`src/rtl/ddr2_init_seq.sv`:
```
module ddr2_init_seq #(
  parameter int ADDR_W = 14,
  parameter int BA_W   = 3,
  parameter int CNT_W  = 16
) (
  input  logic              clk,
  input  logic              rst_n,
  input  logic [CNT_W-1:0]  t_pwrup,
  input  logic [CNT_W-1:0]  t_clk_gap,
  input  logic [CNT_W-1:0]  t_rp,
  input  logic [CNT_W-1:0]  t_rfc,
  input  logic [CNT_W-1:0]  t_mrd,
  input  logic [CNT_W-1:0]  t_dll,
  input  logic [ADDR_W-1:0] mr_cfg,
  input  logic [ADDR_W-1:0] emr1_cfg,
  input  logic [ADDR_W-1:0] emr2_cfg,
  output logic              ddr_cke,
  output logic              ddr_cs_n,
  output logic              ddr_ras_n,
  output logic              ddr_cas_n,
  output logic              ddr_we_n,
  output logic [BA_W-1:0]   ddr_ba,
  output logic [ADDR_W-1:0] ddr_addr,
  output logic              init_done,
  output logic              init_complete
);

  localparam logic [3:0] C_DESEL = 4'b1111;
  localparam logic [3:0] C_NOP   = 4'b0111;
  localparam logic [3:0] C_PRE   = 4'b0010;
  localparam logic [3:0] C_REF   = 4'b0001;
  localparam logic [3:0] C_LOAD  = 4'b0000;

  localparam logic [ADDR_W-1:0] M_ALLBANK = ADDR_W'(1) << 10;
  localparam logic [ADDR_W-1:0] M_DLLRST  = ADDR_W'(1) << 8;
  localparam logic [ADDR_W-1:0] M_OCD     = ADDR_W'(7) << 7;
  localparam logic [ADDR_W-1:0] M_DLLOFF  = ADDR_W'(1);

  localparam logic [3:0] S_PWR   = 4'd0;
  localparam logic [3:0] S_NOP1  = 4'd1;
  localparam logic [3:0] S_NOP2  = 4'd2;
  localparam logic [3:0] S_PRE1  = 4'd3;
  localparam logic [3:0] S_EMR2  = 4'd4;
  localparam logic [3:0] S_EMR3  = 4'd5;
  localparam logic [3:0] S_DLLEN = 4'd6;
  localparam logic [3:0] S_MRRST = 4'd7;
  localparam logic [3:0] S_PRE2  = 4'd8;
  localparam logic [3:0] S_REF1  = 4'd9;
  localparam logic [3:0] S_REF2  = 4'd10;
  localparam logic [3:0] S_MRRUN = 4'd11;
  localparam logic [3:0] S_OCDD  = 4'd12;
  localparam logic [3:0] S_OCDX  = 4'd13;
  localparam logic [3:0] S_DONE  = 4'd14;
  localparam logic [3:0] S_IDLE  = 4'd15;

  logic [3:0]        step;
  logic [CNT_W-1:0]  cnt;
  logic [3:0]        cmd_q;
  logic [BA_W-1:0]   ba_q;
  logic [ADDR_W-1:0] addr_q;
  logic              cke_q, done_q, cmpl_q;

  logic [3:0]        nx_cmd;
  logic [BA_W-1:0]   nx_ba;
  logic [ADDR_W-1:0] nx_addr;
  logic [CNT_W-1:0]  nx_gap;
  logic [CNT_W-1:0]  gap_m1;
  logic [CNT_W-1:0]  dll_gap;
  logic [ADDR_W-1:0] emr1_base;

  assign emr1_base = emr1_cfg & ~(M_OCD | M_DLLOFF);
  assign dll_gap   = (t_dll > t_mrd) ? t_dll : t_mrd;
  assign gap_m1    = (nx_gap == '0) ? '0 : nx_gap - 1'b1;

  always_comb begin
    nx_cmd  = C_NOP;
    nx_ba   = '0;
    nx_addr = '0;
    nx_gap  = CNT_W'(1);
    case (step)
      S_PWR:   begin nx_cmd = C_DESEL; nx_gap = t_pwrup; end
      S_NOP1:  nx_gap = t_clk_gap;
      S_NOP2:  nx_gap = CNT_W'(1);
      S_PRE1, S_PRE2: begin
        nx_cmd = C_PRE; nx_addr = M_ALLBANK; nx_gap = t_rp;
      end
      S_EMR2:  begin nx_cmd = C_LOAD; nx_ba = BA_W'(2); nx_addr = emr2_cfg; nx_gap = t_mrd; end
      S_EMR3:  begin nx_cmd = C_LOAD; nx_ba = BA_W'(3); nx_gap = t_mrd; end
      S_DLLEN: begin nx_cmd = C_LOAD; nx_ba = BA_W'(1); nx_addr = emr1_base; nx_gap = dll_gap; end
      S_MRRST: begin nx_cmd = C_LOAD; nx_addr = mr_cfg | M_DLLRST; nx_gap = t_mrd; end
      S_REF1, S_REF2: begin nx_cmd = C_REF; nx_gap = t_rfc; end
      S_MRRUN: begin nx_cmd = C_LOAD; nx_addr = mr_cfg & ~M_DLLRST; nx_gap = t_mrd; end
      S_OCDD:  begin nx_cmd = C_LOAD; nx_ba = BA_W'(1); nx_addr = emr1_base | M_OCD; nx_gap = t_mrd; end
      S_OCDX:  begin nx_cmd = C_LOAD; nx_ba = BA_W'(1); nx_addr = emr1_base; nx_gap = t_mrd; end
      default: ;
    endcase
  end

  always_ff @(posedge clk or negedge rst_n) begin
    if (!rst_n) begin
      step   <= S_PWR;
      cnt    <= '0;
      cmd_q  <= C_DESEL;
      ba_q   <= '0;
      addr_q <= '0;
      cke_q  <= 1'b0;
      done_q <= 1'b0;
      cmpl_q <= 1'b0;
    end else begin
      done_q <= 1'b0;
      if (step == S_IDLE) begin
        cmd_q  <= C_NOP;
        ba_q   <= '0;
        addr_q <= '0;
      end else if (cnt != '0) begin
        cnt    <= cnt - 1'b1;
        cmd_q  <= cke_q ? C_NOP : C_DESEL;
        ba_q   <= '0;
        addr_q <= '0;
      end else begin
        cmd_q  <= nx_cmd;
        ba_q   <= nx_ba;
        addr_q <= nx_addr;
        cnt    <= gap_m1;
        step   <= step + 1'b1;
        if (step == S_NOP1) cke_q <= 1'b1;
        if (step == S_DONE) begin
          done_q <= 1'b1;
          cmpl_q <= 1'b1;
        end
      end
    end
  end

  assign ddr_cke       = cke_q;
  assign {ddr_cs_n, ddr_ras_n, ddr_cas_n, ddr_we_n} = cmd_q;
  assign ddr_ba        = ba_q;
  assign ddr_addr      = addr_q;
  assign init_done     = done_q;
  assign init_complete = cmpl_q;

endmodule

```
`config.mk`:
```
export PLATFORM = sky130hd
export DESIGN_NAME = ddr2_init_seq
export DESIGN_NICKNAME = d
export VERILOG_FILES = /design/src/rtl/ddr2_init_seq.sv
export SDC_FILE = /design/constraint.sdc
export NUM_CORES = 1
export LEC_CHECK = 0
export CAP_MARGIN = 20
export CORE_MARGIN = 3
export CORE_UTILIZATION = 56
export CTS_CLUSTER_DIAMETER = 100
export CTS_CLUSTER_SIZE = 40
export DETAILED_ROUTE_END_ITERATION = 12
export DONT_BUFFER_PORTS = 1
export PLACE_DENSITY = 0.76
export SKIP_CTS_REPAIR_TIMING = 1
export SYNTH_ARGS = -nofsm -noshare
export SYNTH_HDL_FRONTEND = slang
export SYNTH_SLANG_ARGS = --single-unit
```
`constraint.sdc`:
```
create_clock -name clk -period 3.71 [get_ports clk]
set_input_delay 0.742 -clock clk [delete_from_list [all_inputs] [get_ports clk]]
set_output_delay 0.742 -clock clk [all_outputs]
set_load 0.005 [all_outputs]
```
==> flow_summary_export.csv <==
group,metric,value,unit
setup_path,crit_required,3890,ps
synth,synth_cell_types,82,
sta,rsz0062_at_grt,"yes",
setup_path,r2r_cells,12,
sta,hold_viol,0,
cells_and_area,nets,724,
sta,max_freq,0.256,GHz
clock_tree,cts.sinks,43,
placement,dpl.hpwl,11700,um
clock_tree,clockRootBuffer,"clkbuf_8",
power,cellPowerDensity,222,nW/um^2
synth,synth_top_family_by_area,"compound AO/OA/AOI/OAI gates",
power,leakage,1.95,nW
cells_and_area,layout_common_cells,"buf_4, nor2_1, nand2_1",
cells_and_area,syn_to_final_growth,17.5,%
synth,synthTopCellsByArea,"dfrtp_1, ha_1, nor2_1, a222oi_1, a21oi_1",
synth,yosys.area_share.adder,0.0685,
detailed_routing,initialDrtViolationCount,454,
placement,placedCellCount,647,
detailed_routing,drcViolationCount,0,
global_route,antenna_found_initial,0,
run,cap_violations,0,
clock_tree,cts_buffers,5,
floorplanning,dieArea,8580,um^2
sta,period_minus_slack,3900,ps
detailed_routing,via_per_inst,6.83,
synth,synthXorXnorAreaFrac,0.0208,
setup_path,startpoint_type,"primary input",
synth,syn_avg_cell_area,8.02,um^2
sta,final.setup.tns,-2330,ps
placement,gp_congestion,1.01,
setup_path,worstSetupEndpointType,"flip-flop",
sta,setup_slack,-191,ps
synth,netlist.area_leader.share,0.232,
detailed_routing,num_vias,4495,
clock_tree,worst_skew_pair.late_latency,300,ps
synth,synth-compound-area-share,0.338,
synth,synthCells,524,
run_status,violations,"negative setup slack",
detailed_routing,drt-pass1-iter-count,8,
detailed_routing,drtAntennaViolNets,0,
placement,portBuffers,0,
sta,period_share,1.05,
global_route,grt.total_usage,0.320,
floorplanning,io-pin-count,164,
synth,synth_nets,687,
clock_tree,clock_path_buffers,2,
floorplanning,rows,30,
cells_and_area,final_cells,658,
sta,hold_slack,124,ps
cells_and_area,drive_gt1_frac,0.228,
synth,synth_edf_count,0,
clock_tree,cts.htree.levels,2,
global_route,grt_pass1_vias,4279,
floorplanning,design.core.area,7020,um^2
worst_hold_path,hp-class,"in -> async",
floorplanning,die_w,92.6,um
sta,setup_viol,16,
synth,synth_mux_area_frac,0.00744,
synth,synthArstFlopShare,1.00,
global_route,grt_pass1_wl,21800,um
sta,maxSlewHeadroom,0.613,
synth,syn_area,4200,um^2
global_route,grt_max_degree,44,
cells_and_area,antenna_cells,0,
sta,tightest_slew,575,ps
synth,ys_seq_area_frac,0.257,
synth,yosys.area.top_type,"dfrtp_1",
synth,ys_ff_latch,43,
detailed_routing,drt-total-wl,14400,um
clock_tree,clkTransAtPathRegs,90,ps
setup_path,crit_type,"in -> reg",
power,max-vdd-ir-drop,0.000113,V
setup_path,crit_fanout,6,
run_status,outcome,"finished, violations left",
floorplanning,die_y,92.6,um
synth,yosys.area_share.simple,0.246,
sta,finalClockSkew,5.54,ps
cells_and_area,fill_cells,562,
setup_path,arrival,4080,ps
global_route,overflow,0,
clock_tree,cts_tree,"yes",
detailed_routing,avgRoutedWirePerCell,21.9,um
placement,pre_cts_slack,-544,ps
synth,yosys_warnings,0,
cells_and_area,layout_commonest_cell,"buf_4",
floorplanning,start_util,0.599,
synth,ys.flop_type,"dfrtp_1",
sta,slew_violations,0,
==> flip-flops by register name, summed over array words and instances (netlist names) <==
name	flops
cnt	16
cmd_q	4
ddr_ba	2
ddr_addr	14
init_complete	1
step	4
ddr_cke	1
init_done	1
==> layer usage <==
layer,track usage,vias to the layer above,share of wire,wire [um]
met2,0.537,277,0.47,6850
met1,0.399,2096,0.39,5590
li1,-,2087,-,-
met5,0,-,0,0
met4,0.116,0,0.033,472
met3,0.0804,35,0.11,1520
==> critical path: stages <==
cell      delay, ps
inv_1            70
ha_4            280
nand4_1         130
or4_4           480
a21oi_4         140
and3b_2         240
nor2_4          120
o21ai_4          80
a21oi_2         160
ha_2            180
inv_1            40
or3b_4          360
a211o_1         250
or4_4           540
a211oi_2        210
a21oi_1          60
==> area by class of cell <==
cell class              count  area, um^2  area share
multi-input cells         423        3060       0.620
repair buffers             62         465      0.0942
clock inverters             3        23.8     0.00481
flip-flops and latches     43        1080       0.219
well taps                  96         120      0.0243
inverters                  26         115      0.0233
clock buffers               5        68.8      0.0139
==> where the power goes <==
part	total, W	leakage [nW]	internal [W]	switching (W)
logic	0.000258	1.38	0.000128	0.000130
clock network	0.000308	0.0408	0.000135	0.000173
registers	0.000530	0.533	0.000496	0.0000339
total	0.00110	1.95	0.000759	0.000337
==> worst paths after layout <==
kind | to | start | slack [ps]
setup / recovery | cnt[1]$_DFFE_PN0P_ | t_mrd[6] | -190
hold / removal | cnt[15]$_DFFE_PN0P_ | rst_n | 120
setup reg to reg | cnt[12]$_DFFE_PN0P_ | step[0]$_DFFE_PN0P_ | 0
hold reg to reg | cmd_q[3]$_DFF_PN1_ | ddr_cke$_DFFE_PN0P_ | 490
max in group asynchronous | cmd_q[1]$_DFF_PN1_ | rst_n | 3400
min in group clk | cmd_q[3]$_DFF_PN1_ | ddr_cke$_DFFE_PN0P_ | 490
==> synthesized netlist by cell type (10+ instances only) <==
master / count
clkbuf_1: 22
nand2_1: 42
dfrtp_1: 39
and2_1: 11
a222oi_1: 18
a22oi_1: 10
inv_1: 26
nor3_1: 17
nand3_1: 17
nor2_1: 52
ha_1: 23
a221oi_1: 11
a21oi_1: 33
o21ai_0: 28
==> per-stage QoR <==
| step | util | area (um^2) | power (W) |
|---|---|---|---|
| after floorplan | - | 4340 | 0.000709 |
| after global placement | 0.677 | 4750 | 0.000771 |
| after detailed placement | 0.677 | 4750 | 0.000782 |
| after CTS | 0.690 | 4840 | 0.00108 |
| after global routing | 0.704 | 4940 | 0.00115 |
| final | 0.704 | 4940 | 0.00110 |
==> logic make-up after synthesis <==
group	Yosys count
AO/OA/AOI/OAI	188
XOR/XNOR	10
adder cells (fa/ha/maj)	23
buffers and inverters	59
flip-flops	43
multiplexers	3
other	1
AND/OR/NAND/NOR	197
Note: power is estimated with default switching activity, not from simulation.
